==> src/rtl/xvu_pkg.sv <==
// Shared types for the transfer activation vector unit.
// Assumes nothing beyond a 16-bit vector-table address space.
package xvu_pkg;

    // Sequencer states: idle, table read, start/error, engine run, clear.
    typedef enum logic [2:0] {
        XV_IDLE  = 3'd0,
        XV_FETCH = 3'd1,
        XV_ISSUE = 3'd2,
        XV_RUN   = 3'd3,
        XV_CLEAR = 3'd4
    } xvu_state_e;

    localparam int unsigned XVU_TBL_W = 16;

endpackage

==> src/rtl/xvu_arbiter.sv <==
// Fixed-priority picker: the lowest set index of req wins.
// Assumes N >= 1. The outputs are purely combinational.
module xvu_arbiter #(
    parameter int N  = 8,
    parameter int IW = (N > 1) ? $clog2(N) : 1
) (
    input  logic [N-1:0]  req,
    output logic          any,
    output logic [IW-1:0] idx
);
    logic [N:0]   seen;
    logic [N-1:0] grant;

    assign seen[0] = 1'b0;

    genvar g;
    generate
        for (g = 0; g < N; g++) begin : g_chain
            // Mark a request as blocked when any lower index is pending.
            assign seen[g+1] = seen[g] | req[g];
            assign grant[g]  = req[g] & ~seen[g];
        end
    endgenerate

    // Encode the single granted bit into an index.
    always_comb begin
        idx = '0;
        for (int k = 0; k < N; k++) begin
            if (grant[k]) idx = idx | IW'(k);
        end
    end

    assign any = seen[N];

endmodule

==> src/rtl/xvu_vec_addr.sv <==
// Forms a vector-table address: base plus the number shifted left by one.
// Assumes the shifted number fits in 16 bits.
module xvu_vec_addr #(
    parameter int                    IW   = 7,
    parameter logic [15:0]           BASE = 16'h0400
) (
    input  logic [IW-1:0] num,
    output logic [15:0]   addr
);
    // Each table entry is two bytes wide.
    assign addr = BASE + (16'(num) << 1);

endmodule

==> src/rtl/xvu_sw_reg.sv <==
// Software activation register: a vector number and a request bit.
// The request bit clears itself once its vector entry has been read.
// A write in the same cycle wins over the self-clear.
module xvu_sw_reg #(
    parameter int VW = 7
) (
    input  logic          clk,
    input  logic          rst_n,
    input  logic          wr,
    input  logic [VW-1:0] wr_vec,
    input  logic          wr_req,
    input  logic          fetched,
    output logic          pending,
    output logic [VW-1:0] vec
);
    // Hold the register and apply the write or the self-clear.
    always_ff @(posedge clk) begin
        if (!rst_n) begin
            pending <= 1'b0;
            vec     <= '0;
        end else if (wr) begin
            pending <= wr_req;
            vec     <= wr_vec;
        end else if (fetched) begin
            pending <= 1'b0;
        end
    end

endmodule

==> src/rtl/xvu_seq.sv <==
// Activation sequencer. It latches the chosen activation, reads its
// vector entry, checks the alignment, starts the engine and issues the clear.
// Assumes mem_ready is asserted only while mem_req is high, and eng_done
// only in the run state.
module xvu_seq
    import xvu_pkg::*;
#(
    parameter int                  NUM_SRC    = 8,
    parameter int                  IW         = 3,
    parameter int                  ADDR_W     = 24,
    parameter logic [ADDR_W-17:0]  RAM_PREFIX = '1
) (
    input  logic               clk,
    input  logic               rst_n,
    input  logic               hw_any,
    input  logic [IW-1:0]      hw_idx,
    input  logic [15:0]        hw_vaddr,
    input  logic               sw_pend,
    input  logic [15:0]        sw_vaddr,
    input  logic [NUM_SRC-1:0] clr_sel,
    output logic               sw_fetched,
    output logic               mem_req,
    output logic [15:0]        mem_addr,
    input  logic               mem_ready,
    input  logic [15:0]        mem_rdata,
    output logic               eng_start,
    output logic [ADDR_W-1:0]  eng_addr,
    input  logic               eng_done,
    output logic               align_err,
    output logic [NUM_SRC-1:0] flag_clr,
    output logic [NUM_SRC-1:0] en_clr
);
    xvu_state_e         state;
    logic [IW-1:0]      idx_q;
    logic               sw_q;
    logic [15:0]        addr_q;
    logic [15:0]        ptr_q;
    logic               clrsel_q;
    logic               aligned;
    logic [NUM_SRC-1:0] idx_dec;

    // Advance through one activation at a time.
    always_ff @(posedge clk) begin
        if (!rst_n) begin
            state    <= XV_IDLE;
            idx_q    <= '0;
            sw_q     <= 1'b0;
            addr_q   <= '0;
            ptr_q    <= '0;
            clrsel_q <= 1'b0;
        end else begin
            case (state)
                XV_IDLE: begin
                    if (hw_any) begin
                        idx_q  <= hw_idx;
                        sw_q   <= 1'b0;
                        addr_q <= hw_vaddr;
                        state  <= XV_FETCH;
                    end else if (sw_pend) begin
                        sw_q   <= 1'b1;
                        addr_q <= sw_vaddr;
                        state  <= XV_FETCH;
                    end
                end
                XV_FETCH: begin
                    if (mem_ready) begin
                        ptr_q <= mem_rdata;
                        state <= XV_ISSUE;
                    end
                end
                XV_ISSUE: begin
                    state <= aligned ? XV_RUN : XV_IDLE;
                end
                XV_RUN: begin
                    if (eng_done) begin
                        clrsel_q <= clr_sel[idx_q];
                        state    <= XV_CLEAR;
                    end
                end
                default: begin
                    state <= XV_IDLE;
                end
            endcase
        end
    end

    assign aligned = (ptr_q[1:0] == 2'b00);

    genvar g;
    generate
        for (g = 0; g < NUM_SRC; g++) begin : g_dec
            // Turn the latched source index into a one-hot clear vector.
            assign idx_dec[g] = (idx_q == IW'(g));
        end
    endgenerate

    // Drive the outputs from the state and the latched activation.
    always_comb begin
        mem_req    = (state == XV_FETCH);
        mem_addr   = addr_q;
        sw_fetched = (state == XV_FETCH) && mem_ready && sw_q;
        eng_start  = (state == XV_ISSUE) && aligned;
        align_err  = (state == XV_ISSUE) && !aligned;
        eng_addr   = {RAM_PREFIX, ptr_q};
        flag_clr   = '0;
        en_clr     = '0;
        if (state == XV_CLEAR && !sw_q) begin
            if (clrsel_q) en_clr   = idx_dec;
            else          flag_clr = idx_dec;
        end
    end

endmodule

==> src/rtl/xfer_vector_unit.sv <==
// Top of the activation vector unit. It routes requests to the transfer
// path or to the CPU, picks one activation, reads its vector entry and
// hands the descriptor address to the engine.
// Assumes NUM_SRC <= 128, so that every table address fits in 16 bits.
module xfer_vector_unit
    import xvu_pkg::*;
#(
    parameter int                  NUM_SRC    = 8,
    parameter int                  ADDR_W     = 24,
    parameter logic [ADDR_W-17:0]  RAM_PREFIX = '1,
    parameter logic [15:0]         VEC_BASE   = 16'h0400
) (
    input  logic               clk,
    input  logic               rst_n,
    input  logic [NUM_SRC-1:0] src_req,
    input  logic [NUM_SRC-1:0] src_en,
    input  logic [NUM_SRC-1:0] clr_sel,
    input  logic               sw_wr,
    input  logic [6:0]         sw_wr_vec,
    input  logic               sw_wr_req,
    output logic               sw_pending,
    output logic [NUM_SRC-1:0] cpu_irq,
    output logic               mem_req,
    output logic [15:0]        mem_addr,
    input  logic               mem_ready,
    input  logic [15:0]        mem_rdata,
    output logic               eng_start,
    output logic [ADDR_W-1:0]  eng_addr,
    input  logic               eng_done,
    output logic               align_err,
    output logic [NUM_SRC-1:0] flag_clr,
    output logic [NUM_SRC-1:0] en_clr
);
    localparam int IW = (NUM_SRC > 1) ? $clog2(NUM_SRC) : 1;
    localparam int VW = 7;

    logic          hw_any;
    logic [IW-1:0] hw_idx;
    logic [15:0]   hw_vaddr;
    logic [15:0]   sw_vaddr;
    logic [VW-1:0] sw_vec;
    logic          sw_fetched;

    // Forward the sources that are not enabled to the CPU, registered.
    always_ff @(posedge clk) begin
        if (!rst_n) cpu_irq <= '0;
        else        cpu_irq <= src_req & ~src_en;
    end

    xvu_arbiter #(.N(NUM_SRC), .IW(IW)) u_arb (
        .req (src_req & src_en),
        .any (hw_any),
        .idx (hw_idx)
    );

    xvu_vec_addr #(.IW(IW), .BASE(VEC_BASE)) u_hw_va (
        .num  (hw_idx),
        .addr (hw_vaddr)
    );

    xvu_vec_addr #(.IW(VW), .BASE(VEC_BASE)) u_sw_va (
        .num  (sw_vec),
        .addr (sw_vaddr)
    );

    xvu_sw_reg #(.VW(VW)) u_swr (
        .clk     (clk),
        .rst_n   (rst_n),
        .wr      (sw_wr),
        .wr_vec  (sw_wr_vec),
        .wr_req  (sw_wr_req),
        .fetched (sw_fetched),
        .pending (sw_pending),
        .vec     (sw_vec)
    );

    xvu_seq #(
        .NUM_SRC    (NUM_SRC),
        .IW         (IW),
        .ADDR_W     (ADDR_W),
        .RAM_PREFIX (RAM_PREFIX)
    ) u_seq (
        .clk        (clk),
        .rst_n      (rst_n),
        .hw_any     (hw_any),
        .hw_idx     (hw_idx),
        .hw_vaddr   (hw_vaddr),
        .sw_pend    (sw_pending),
        .sw_vaddr   (sw_vaddr),
        .clr_sel    (clr_sel),
        .sw_fetched (sw_fetched),
        .mem_req    (mem_req),
        .mem_addr   (mem_addr),
        .mem_ready  (mem_ready),
        .mem_rdata  (mem_rdata),
        .eng_start  (eng_start),
        .eng_addr   (eng_addr),
        .eng_done   (eng_done),
        .align_err  (align_err),
        .flag_clr   (flag_clr),
        .en_clr     (en_clr)
    );

endmodule

==> config.mk <==
export PLATFORM = sky130hd
export DESIGN_NAME = xfer_vector_unit
export DESIGN_NICKNAME = d
export VERILOG_FILES = /design/src/rtl/xvu_pkg.sv /design/src/rtl/xvu_arbiter.sv /design/src/rtl/xvu_vec_addr.sv /design/src/rtl/xvu_sw_reg.sv /design/src/rtl/xvu_seq.sv /design/src/rtl/xfer_vector_unit.sv
export SDC_FILE = /design/constraint.sdc
export NUM_CORES = 1
export LEC_CHECK = 0
export ABC_CLOCK_PERIOD_IN_PS = 2000
export BUFFER_PORTS_ARGS = -buffer_cell sky130_fd_sc_hd__clkbuf_2
export CAP_MARGIN = 20
export CORE_MARGIN = 2
export CORE_UTILIZATION = 44
export CTS_CLUSTER_SIZE = 40
export DETAILED_ROUTE_END_ITERATION = 10
export PLACE_DENSITY_LB_ADDON = 0.1
export SKIP_CTS_REPAIR_TIMING = 1
export SYNTH_ARGS = -nofsm -noshare
export SYNTH_HDL_FRONTEND = slang
export SYNTH_HIERARCHICAL = 1
export SYNTH_SLANG_ARGS = --single-unit
==> constraint.sdc <==
create_clock -name clk -period 2 [get_ports clk]
set_clock_uncertainty 0.1 [all_clocks]
set_input_delay 0.3 -clock clk [delete_from_list [all_inputs] [get_ports clk]]
set_output_delay 0.3 -clock clk [all_outputs]
set_load 0.005 [all_outputs]
==> reports/summary.txt <==
status -> complete, but fails checks
violated checks -> negative setup slack
biggest cell delay along the critical path -> 440 ps
final hold violation count -> 0
post-synthesis sequential area ratio -> 0.368
Initial Util -> 0.451
routed length per placed instance -> 12.0 um
clock slew at reported path FFs -> 100 ps
DR vias/cell -> 4.81
largest family of logic cells by synthesized area -> simple AND/OR/NAND/NOR gates
post-synthesis instance area -> 0.00304 mm^2
post-route ant nets -> 0
Critical-path top delay cell -> or3b_4
R2R cell count -> 5
initial antenna violation count -> 0
Num CTS Buffers -> 5
Leakage -> 0.00191 uW
Distinct cells, synth -> 45
hold depth -> 3
Yosys reg bits -> 56
Filler cells -> 662
final setup vio count -> 2
Syn. warnings -> 6
max-cap viol count -> 0
Nets -> 482
crit path max fanout -> 4
Residual DRC -> 0
Antenna diodes -> 0
Max Buffers Root-to-Sink -> 2
TritonCTS Sinks -> 56
worst hold path type -> input pin to flip-flop
H-Tree Level Count -> 2
final period utilization -> 1.00
RePlAce Congestion -> 0.741
Top Ports -> 121
Total Routing Usage GR -> 0.156
Synth-to-Final Area Change -> 17.6%
TritonCTS clock tree -> done
xor/xnor share of the synthesized area -> 0
dpl cells -> 501
Placeable Area -> 0.00676 mm^2
pwr/cell area -> 678 mW/mm^2
simple-gate share of the synthesized area -> 0.254
mux contribution to synthesized area -> 0.0991
Slew Viols, Final -> 0
vias in the first global route -> 2,048
IO buf count -> 112
Max IR drop VDD -> 0.369 mV
first-pass GRT wire length -> 9570 um
crit-path cells -> nor4b_4 -> or3b_4 -> nor3_2 -> buf_2
RSZ-0062 raised after global routing -> yes
die area -> 0.00760 mm^2
synth top area cells -> dfxtp_1, buf_4, mux2i_1, o211a_1, nand2_1
worst setup margin -> -8.07 ps
drt initial violations -> 79
Row Count -> 30
Setup crit start kind -> flip-flop
area share of the largest cell type after synthesis -> 0.368
Die X -> 87.2 um
final wirelength -> 6120 um
DR pass1 iterations -> 4
fmax -> 0.498 GHz
final hold slack -> 104 ps
total gr overflow -> 0
CP required -> 1600 ps
Synth Area in Compound Gates -> 0.123
Clock Latency Late Sink -> 300 ps
crit path capture type -> primary output
top-count cell post-synth -> dfxtp_1
asr flop ratio synth -> 0
Adder-Cell Fraction of Synth Area -> 0
Post-synth top cells -> dfxtp_1, buf_4, nand2_1
Buf/Inv on CP -> 1
Mean Syn Cell Area -> 9.14 um^2
Top FF cell, synth -> dfxtp_1
layout cells sized above 1 -> 0.350
EDFF count, synth -> 0
largest net degree at the start of global routing -> 23
Top Family by Delay on Critical Path -> simple AND/OR/NAND/NOR gates
detailed-route via count -> 2,448
Finished Layout Cells -> 509
Root Buffer -> clkbuf_8
Die H -> 87.2 um
critical path type -> flip-flop to primary output
Syn Inst Count -> 333
minimum clock period -> 2010 ps
critical path depth -> 4
dpl hpwl -> 4470 um
Synth area leader -> dfxtp_1
Worst EP arrival -> 1610 ps
==> final cells by class <==
| class | count | area, um^2 | share of cell area |
|---|---|---|---|
| well taps | 80 | 100 | 0.0280 |
| clock buffers | 6 | 82.6 | 0.0231 |
| clock inverters | 1 | 8.76 | 0.00245 |
| repair buffers | 126 | 666 | 0.186 |
| inverters | 2 | 7.51 | 0.00210 |
| flip-flops and latches | 56 | 1120 | 0.314 |
| multi-input cells | 238 | 1590 | 0.445 |
==> report_power, final <==
group / internal (uW) / switching (uW)
Clock: 277 / 354
Sequential: 1210 / 59.2
Combinational: 269 / 262
==> flip-flops by register name, summed over array words and instances (netlist names) <==
name and flops:
u_seq/sw_q 1, u_seq/idx_q 3, u_seq/mem_addr 16, u_seq/clrsel_q 1, cpu_irq 8, u_seq/ptr_q 16, u_swr/pending 1, u_seq/state 3
u_swr/vec 7
==> metal layers <==
layer	track usage	vias up	routed length, um
li1	-	1261	-
met1	0.225	1108	3060
met2	0.244	77	2670
met3	0.0370	2	376
met4	0.0210	0	16
met5	0	-	0
==> placed cells by master, fill, tap and decap left out, types with 6 or more instances in the layout <==
cell,n
clkbuf_8,6
nand3_1,17
o211a_1,16
nor2_1,15
dfxtp_1,54
buf_4,14
mux2i_1,29
nand2_1,37
clkbuf_2,110
nor2b_1,15
and3b_1,8
a21boi_1,9
conb_1,30
a21boi_0,8
==> cell families after synthesis <==
kind of cell | Yosys count
AND/OR/NAND/NOR | 132
multiplexers | 30
other | 5
flip-flops | 56
AO/OA/AOI/OAI | 46
buffers and inverters | 64
==> through the flow <==
step                area (um^2)   util  total power, uW  TNS, ps  setup slack (ps)
floorplan                  3160      -             1700     -766             -76.6
global placement           3470  0.514             1810        0               140
detailed placement         3470  0.514             1820        0               107
CTS                        3560  0.528             2460     -396              -106
global route               3580  0.530             2580     -484              -104
finish                     3580  0.530             2430    -11.9             -8.07
==> worst register-to-register path, stage by stage, from the launching register on <==
cell     delay (ps)
dfxtp_1         340
buf_4           180
nor3_4          320
buf_4           250
a21oi_1          80
nor3b_1         180
==> path summary, 6_finish.rpt <==
check	start	endpoint	slack [ps]
hold / removal	mem_rdata[13]	u_seq/ptr_q[13]$_SDFFE_PN0P_	100
hold reg to reg	u_seq/ptr_q[10]$_SDFFE_PN0P_	u_seq/ptr_q[10]$_SDFFE_PN0P_	350
setup reg to reg	u_seq/state[1]$_SDFFE_PN0P_	u_seq/sw_q$_SDFFE_PN0P_	480
setup / recovery	u_seq/state[0]$_SDFFE_PN0P_	flag_clr[0]	-8
Note: power is estimated with default switching activity, not from simulation.
